File: config.mk
export PLATFORM = sky130hd
export DESIGN_NAME = dmareq_top
export DESIGN_NICKNAME = d
export VERILOG_FILES = /design/src/rtl/dmareq_pkg.sv /design/src/rtl/dmareq_mode.sv /design/src/rtl/dmareq_rx_fsm.sv /design/src/rtl/dmareq_tx_fsm.sv /design/src/rtl/dmareq_top.sv
export SDC_FILE = /design/constraint.sdc
export NUM_CORES = 1
export LEC_CHECK = 0
export BUFFER_PORTS_ARGS = -buffer_cell sky130_fd_sc_hd__buf_4
export CAP_MARGIN = 10
export CORE_AREA = 2 2 39 41
export DETAILED_ROUTE_END_ITERATION = 8
export DIE_AREA = 0 0 41 43
export MAX_ROUTING_LAYER = met4
export PLACE_DENSITY = 0.46
export REMOVE_ABC_BUFFERS = 1
export SLEW_MARGIN = 25
export SYNTH_ARGS = -nofsm -noshare
export SYNTH_HDL_FRONTEND = slang
export SYNTH_SLANG_ARGS = --single-unit
File: constraint.sdc
create_clock -name clk -period 1.9 [get_ports clk]
set_input_delay 0.285 -clock clk [delete_from_list [all_inputs] [get_ports clk]]
set_output_delay 0.285 -clock clk [all_outputs]
set_load 0.02 [all_outputs]
File: src/rtl/dmareq_pkg.sv
package dmareq_pkg;

    typedef enum logic {
        REQ_IDLE   = 1'b0,
        REQ_ACTIVE = 1'b1
    } req_state_t;

    // Threshold from a 2-bit select, scaled to the buffer depth
    function automatic int unsigned thr_bytes(input logic [1:0] sel,
                                              input int unsigned depth);
        unique case (sel)
            2'd0: return 1;
            2'd1: return depth / 4;
            2'd2: return depth / 2;
            default: return depth - 2;
        endcase
    endfunction

endpackage

File: src/rtl/dmareq_mode.sv
module dmareq_mode (
    input  logic clk,
    input  logic rst_n,
    input  logic buf_en,
    input  logic dma_burst,
    output logic burst,
    output logic rule_chg
);
    logic burst_q;

    assign burst = buf_en & dma_burst;

    always_ff @(posedge clk) begin
        if (!rst_n) burst_q <= 1'b0;
        else        burst_q <= burst;
    end

    assign rule_chg = burst ^ burst_q;

endmodule

File: src/rtl/dmareq_rx_fsm.sv
module dmareq_rx_fsm #(
    parameter int unsigned DEPTH = 16,
    localparam int unsigned CW   = $clog2(DEPTH + 1)
) (
    input  logic          clk,
    input  logic          rst_n,
    input  logic          burst,
    input  logic          rule_chg,
    input  logic [CW-1:0] level,
    input  logic [1:0]    thr_sel,
    input  logic          tmo,
    output logic          req_n
);
    import dmareq_pkg::*;

    req_state_t state, nxt;
    logic [CW-1:0] thr;
    logic          have, fire, past_ok;

    assign thr  = CW'(thr_bytes(thr_sel, DEPTH));
    assign have = (level != '0);
    assign fire = have && ((level >= thr) || tmo);

    always_comb begin
        nxt = state;
        unique case (state)
            REQ_IDLE: begin
                if (!burst) nxt = have ? REQ_ACTIVE : REQ_IDLE;
                else if (fire) nxt = REQ_ACTIVE;
            end
            REQ_ACTIVE: begin
                if (!burst)        nxt = have ? REQ_ACTIVE : REQ_IDLE;
                else if (!have)    nxt = REQ_IDLE;
                else if (fire)     nxt = REQ_ACTIVE;
                else if (rule_chg) nxt = REQ_IDLE;
                else               nxt = REQ_ACTIVE;
            end
        endcase
    end

    always_ff @(posedge clk) begin
        if (!rst_n) begin
            state   <= REQ_IDLE;
            past_ok <= 1'b0;
        end else begin
            state   <= nxt;
            past_ok <= 1'b1;
        end
    end

    always_comb req_n = (state != REQ_ACTIVE);

    // single-transfer receive request follows occupancy
    a_r3_single_rx: assert property (@(posedge clk) disable iff (!rst_n)
        (past_ok && !$past(burst)) |-> (req_n == ($past(level) == '0)));
    // burst rule releases only on an empty buffer
    a_r6_burst_rx_empty: assert property (@(posedge clk) disable iff (!rst_n)
        (past_ok && $past(burst) && $past(level) == '0) |-> req_n);
    // burst rule holds the request while data remains
    a_r6_burst_rx_hold: assert property (@(posedge clk) disable iff (!rst_n)
        (past_ok && $past(burst) && !$past(rule_chg) && !$past(req_n)
         && $past(level) != '0) |-> !req_n);

endmodule

File: src/rtl/dmareq_tx_fsm.sv
module dmareq_tx_fsm #(
    parameter int unsigned DEPTH = 16,
    localparam int unsigned CW   = $clog2(DEPTH + 1)
) (
    input  logic          clk,
    input  logic          rst_n,
    input  logic          burst,
    input  logic          rule_chg,
    input  logic [CW-1:0] level,
    output logic          req_n
);
    import dmareq_pkg::*;

    req_state_t state, nxt;
    logic empty, full, past_ok;

    assign empty = (level == '0);
    assign full  = (level == CW'(DEPTH));

    always_comb begin
        nxt = state;
        unique case (state)
            REQ_IDLE: begin
                if (empty) nxt = REQ_ACTIVE;
            end
            REQ_ACTIVE: begin
                if (!burst)        nxt = empty ? REQ_ACTIVE : REQ_IDLE;
                else if (empty)    nxt = REQ_ACTIVE;
                else if (full)     nxt = REQ_IDLE;
                else if (rule_chg) nxt = REQ_IDLE;
                else               nxt = REQ_ACTIVE;
            end
        endcase
    end

    always_ff @(posedge clk) begin
        if (!rst_n) begin
            state   <= REQ_IDLE;
            past_ok <= 1'b0;
        end else begin
            state   <= nxt;
            past_ok <= 1'b1;
        end
    end

    always_comb req_n = (state != REQ_ACTIVE);

    // single-transfer transmit request only on empty
    a_r4_single_tx: assert property (@(posedge clk) disable iff (!rst_n)
        (past_ok && !$past(burst)) |-> (req_n == ($past(level) != '0)));
    // a full buffer always releases the transmit request
    a_r7_burst_tx_full: assert property (@(posedge clk) disable iff (!rst_n)
        (past_ok && $past(level) == CW'(DEPTH)) |-> req_n);
    // an idle burst request stays idle until the buffer empties
    a_r7_burst_tx_idle: assert property (@(posedge clk) disable iff (!rst_n)
        (past_ok && $past(req_n) && $past(level) != '0) |-> req_n);

endmodule

File: src/rtl/dmareq_top.sv
module dmareq_top #(
    parameter int unsigned DEPTH = 16,
    localparam int unsigned CW   = $clog2(DEPTH + 1)
) (
    input  logic          clk,
    input  logic          rst_n,
    input  logic          buf_en,
    input  logic          dma_burst,
    input  logic [CW-1:0] rx_level,
    input  logic [1:0]    rx_thr_sel,
    input  logic          rx_tmo,
    input  logic [CW-1:0] tx_level,
    output logic          rx_req_n,
    output logic          tx_req_n
);
    logic burst, rule_chg;

    dmareq_mode u_mode (
        .clk      (clk),
        .rst_n    (rst_n),
        .buf_en   (buf_en),
        .dma_burst(dma_burst),
        .burst    (burst),
        .rule_chg (rule_chg)
    );

    dmareq_rx_fsm #(.DEPTH(DEPTH)) u_rx (
        .clk     (clk),
        .rst_n   (rst_n),
        .burst   (burst),
        .rule_chg(rule_chg),
        .level   (rx_level),
        .thr_sel (rx_thr_sel),
        .tmo     (rx_tmo),
        .req_n   (rx_req_n)
    );

    dmareq_tx_fsm #(.DEPTH(DEPTH)) u_tx (
        .clk     (clk),
        .rst_n   (rst_n),
        .burst   (burst),
        .rule_chg(rule_chg),
        .level   (tx_level),
        .req_n   (tx_req_n)
    );

    // both lines inactive while reset is held
    a_r1_reset_idle: assert property (@(posedge clk)
        !rst_n |=> (rx_req_n && tx_req_n));

endmodule

==> impl_metrics.tcl <==
set metrics [dict create \
    setup_tns_ps 0 \
    timing.hold.worst.class "in2reg" \
    synth_commonest_cells "5 x sky130_fd_sc_hd__inv_1, 4 x sky130_fd_sc_hd__ha_1, 3 x sky130_fd_sc_hd__dfxtp_1" \
    cts_htree_levels 1 \
    combinational_family_with_the_most_area_after_synthesis "simple AND/OR/NAND/NOR gates" \
    vias_per_cell 4.05 \
    synth.largest_area_cell "sky130_fd_sc_hd__dfxtp_1" \
    cts_buffer_depth 2 \
    post-route-worst-setup-slack_ps 664 \
    grt_remaining_overflow 0 \
    outcome "completed" \
    post_synth.cell_area_avg_um2 8.31 \
    buffers_and_inverters_on_the_worst_path 1 \
    fin_worst_skew_ps 0.860 \
    routabilityCongestion 0.667 \
    tightestPinTransition_ps 258 \
    yosysWarningCount 0 \
    ff2ff_path_depth 4 \
    synth_top_area_share_pct 25.8 \
    die_outline_area_um2 1760 \
    max-vdd-ir-drop_mv 0.138 \
    area.growth.synth_to_final_pct 78.0 \
    clock_power_share_pct 47.8 \
    post-cts-setup-buffers 0 \
    postSynthRegisterBits 3 \
    synth_enable_flop_cells 0 \
    cts_resized 0 \
    grt_antenna_before_repair 0 \
    die_y_extent_um 43 \
    coreArea_um2 1380 \
    post_route_cells_drive_above_1_share_pct 44.0 \
    power.density_nw_per_um2 558 \
    num_rows 14 \
    timing.critical_path.max_delay_family "compound AO/OA/AOI/OAI gates" \
    r2r_end "u_rx.state" \
    wire_per_inst_um 8.91 \
    timing.hold.worst_path_depth 2 \
    timing.rr.start "u_rx.state" \
    timing.critical_path.from_type "input port" \
    finalPower_w 0.000231 \
    synthArstFlopShare_pct 0 \
    initial_core_util_pct 16.8 \
    netlist_top_cells_area "sky130_fd_sc_hd__dfxtp_1 26%, sky130_fd_sc_hd__ha_1 22%, sky130_fd_sc_hd__inv_1 8.1%" \
    drv_cap 0 \
    grtUsageTotal_pct 7.70 \
    critPathArrivalTime_ps 1340 \
    tritoncts "built" \
    netSwitchingFraction_pct 23.0 \
    crit_path_top_delay_cell "sky130_fd_sc_hd__a211o_1" \
    route.final.wire_length_um 588 \
    timing.critical_path.fanout_max 3 \
    antenna_cells 0 \
    setup-violations-final 0 \
    drc 0 \
    final_hold_fails 0 \
    io_pins 19 \
    cellInternalPower_w 0.000178 \
    clock-root-buffer "sky130_fd_sc_hd__clkbuf_4" \
    fmaxAchievable_mhz 809 \
    grt_start_max_net_pins 4 \
    crit_path_cell_trace "buf_4 -> nor2_1 -> ha_1 -> nand2b_1 -> a211o_1 -> o211ai_1 -> a21oi_1" \
    clkTransAtPathRegs_ps 40 \
    synth_simple_gate_area_share_pct 29.0 \
    finalWorstPathRequiredPeriod_ps 1240 \
    drtPass1Iterations 2 \
    first_pass_grt_wire_length_um 834 \
    synth_most_common_cell "sky130_fd_sc_hd__inv_1" \
    post_synth_fa_ha_maj_area_fraction_pct 21.5 \
    comb_power_share_pct 23.2 \
    regToRegSetupSlack_ps 1080 \
    setup.worst_path.start "rx_thr_sel[1]" \
    unrepaired_setup_endpoints_after_global_routing "false" \
    cts.hold.buffers_added 0 \
    critical_path_cell_count 7 \
    power.sequential.fraction_pct 29.0 \
    clk-insertion-delay-late_ps 230 \
    grt_pass1_vias 229 \
    chipWidth_um 41 \
    share_of_the_cycle_needed_by_the_critical_path_after_routing_pct 65.1 \
    yosys_most_used_dff "sky130_fd_sc_hd__dfxtp_1" \
    dp_worst_setup_slack_ps 408 \
    final_cell_area_um2 414 \
    cts_buffers 3 \
    type_of_destination_of_the_critical_path "flop" \
    netSwitchingPower_w 0.0000531 \
    vias 267 \
    synth-seq-area-share_pct 25.8 \
    detailed_place.area_um2 388 \
    slew_violations 0 \
    timing.critical_path.slowest_cell_delay_ps 280 \
    antenna_left 0 \
    port-buffer-count 18 \
    final_nets 72 \
    power.static_leakage_nw 0.208 \
    netlist-cell-type-count 18 \
    muxShareOfSynthArea_pct 4.30 \
    cts_sinks 3 \
    netlist_instances 28 \
    timing_worst_setup_path_type "in2reg" \
    hpwlAfterDp_um 510 \
    post_synth_xor_area_fraction_pct 0 \
    cp_capture_point "u_rx.state" \
    detail_route.iter0.violations 1 \
    normalized_max_slew_margin_pct 82.6 \
    syn_area_um2 233 \
    worst_ep_required_time_ps 2010 \
    post_synthesis_compound_gate_area_fraction_pct 11.3 \
]
## kinds of logic (layout without fill, tap and decap cells)
kind of cell | after synthesis | in the layout
compound gates | 4 | 4
simple gates | 11 | 11
flops | 3 | 3
buf+inv | 5 | 27
mux | 1 | 1
fa+ha+maj | 4 | 4
## worst min path at each step
| stage | end | startpoint | slack, ps |
|---|---|---|---|
| 6_report | u_tx.state | rst_n | 280 |
| 5_1_grt | u_tx.state | rst_n | 280 |
| 4_1_cts | u_tx.state | rst_n | 280 |
| 3_5_place_dp | u_tx.state | rst_n | 520 |
| 2_1_floorplan | u_tx.state | rst_n | 410 |
| 3_3_place_gp | u_tx.state | rst_n | 510 |
## power by group through the flow
stage          clock network (W)  registers, W  logic (W)
2_1_floorplan                  0     0.0000678  0.0000191
3_3_place_gp                   0     0.0000682  0.0000540
3_5_place_dp                   0     0.0000680  0.0000546
4_1_cts                 0.000117     0.0000670  0.0000549
5_1_grt                 0.000122     0.0000670  0.0000603
6_report                0.000111     0.0000670  0.0000536
## state kept, by name, summed over array words and instances, names as in the netlist
register        cells
u_rx.state          1
u_mode.burst_q      1
u_tx.state          1
## placed cells by master, fill, tap and decap left out, types with 2 or more instances in the layout
master,Yosys,layout
sky130_fd_sc_hd__ha_1,4,4
sky130_fd_sc_hd__dfxtp_1,3,3
sky130_fd_sc_hd__nand2_1,2,2
sky130_fd_sc_hd__clkbuf_4,0,3
sky130_fd_sc_hd__buf_4,0,18
sky130_fd_sc_hd__inv_1,5,5
## metal layers
| layer | vias up | share of wire [%] | wire, um | global-route usage [%] |
|---|---|---|---|---|
| met3 | 0 | 17 | 102 | 3.66 |
| met5 | - | 0 | 0 | - |
| li1 | 144 | - | - | - |
| met1 | 107 | 38 | 224 | 7.03 |
| met2 | 16 | 45 | 262 | 10.6 |
| met4 | 0 | 0 | 0 | 8.00 |
## stage by stage
step / cells / util [%] / hold slack (ps)
6_report: 66 / 29.9 / 283
5_1_grt: 66 / 29.9 / 280
4_1_cts: 66 / 29.9 / 279
3_3_place_gp: 62 / 28.0 / 511
3_5_place_dp: 62 / 28.0 / 521
2_1_floorplan: 28 / - / 407
## area by class of cell
class	count	area (um^2)
Fill cell	167	970
Clock buffer	4	26.3
Inverter	5	18.8
Timing Repair Buffer	18	135
Tap cell	16	20.0
Multi-Input combinational cell	20	154
Sequential cell	3	60.1
Power figures use the tool's default switching activity.
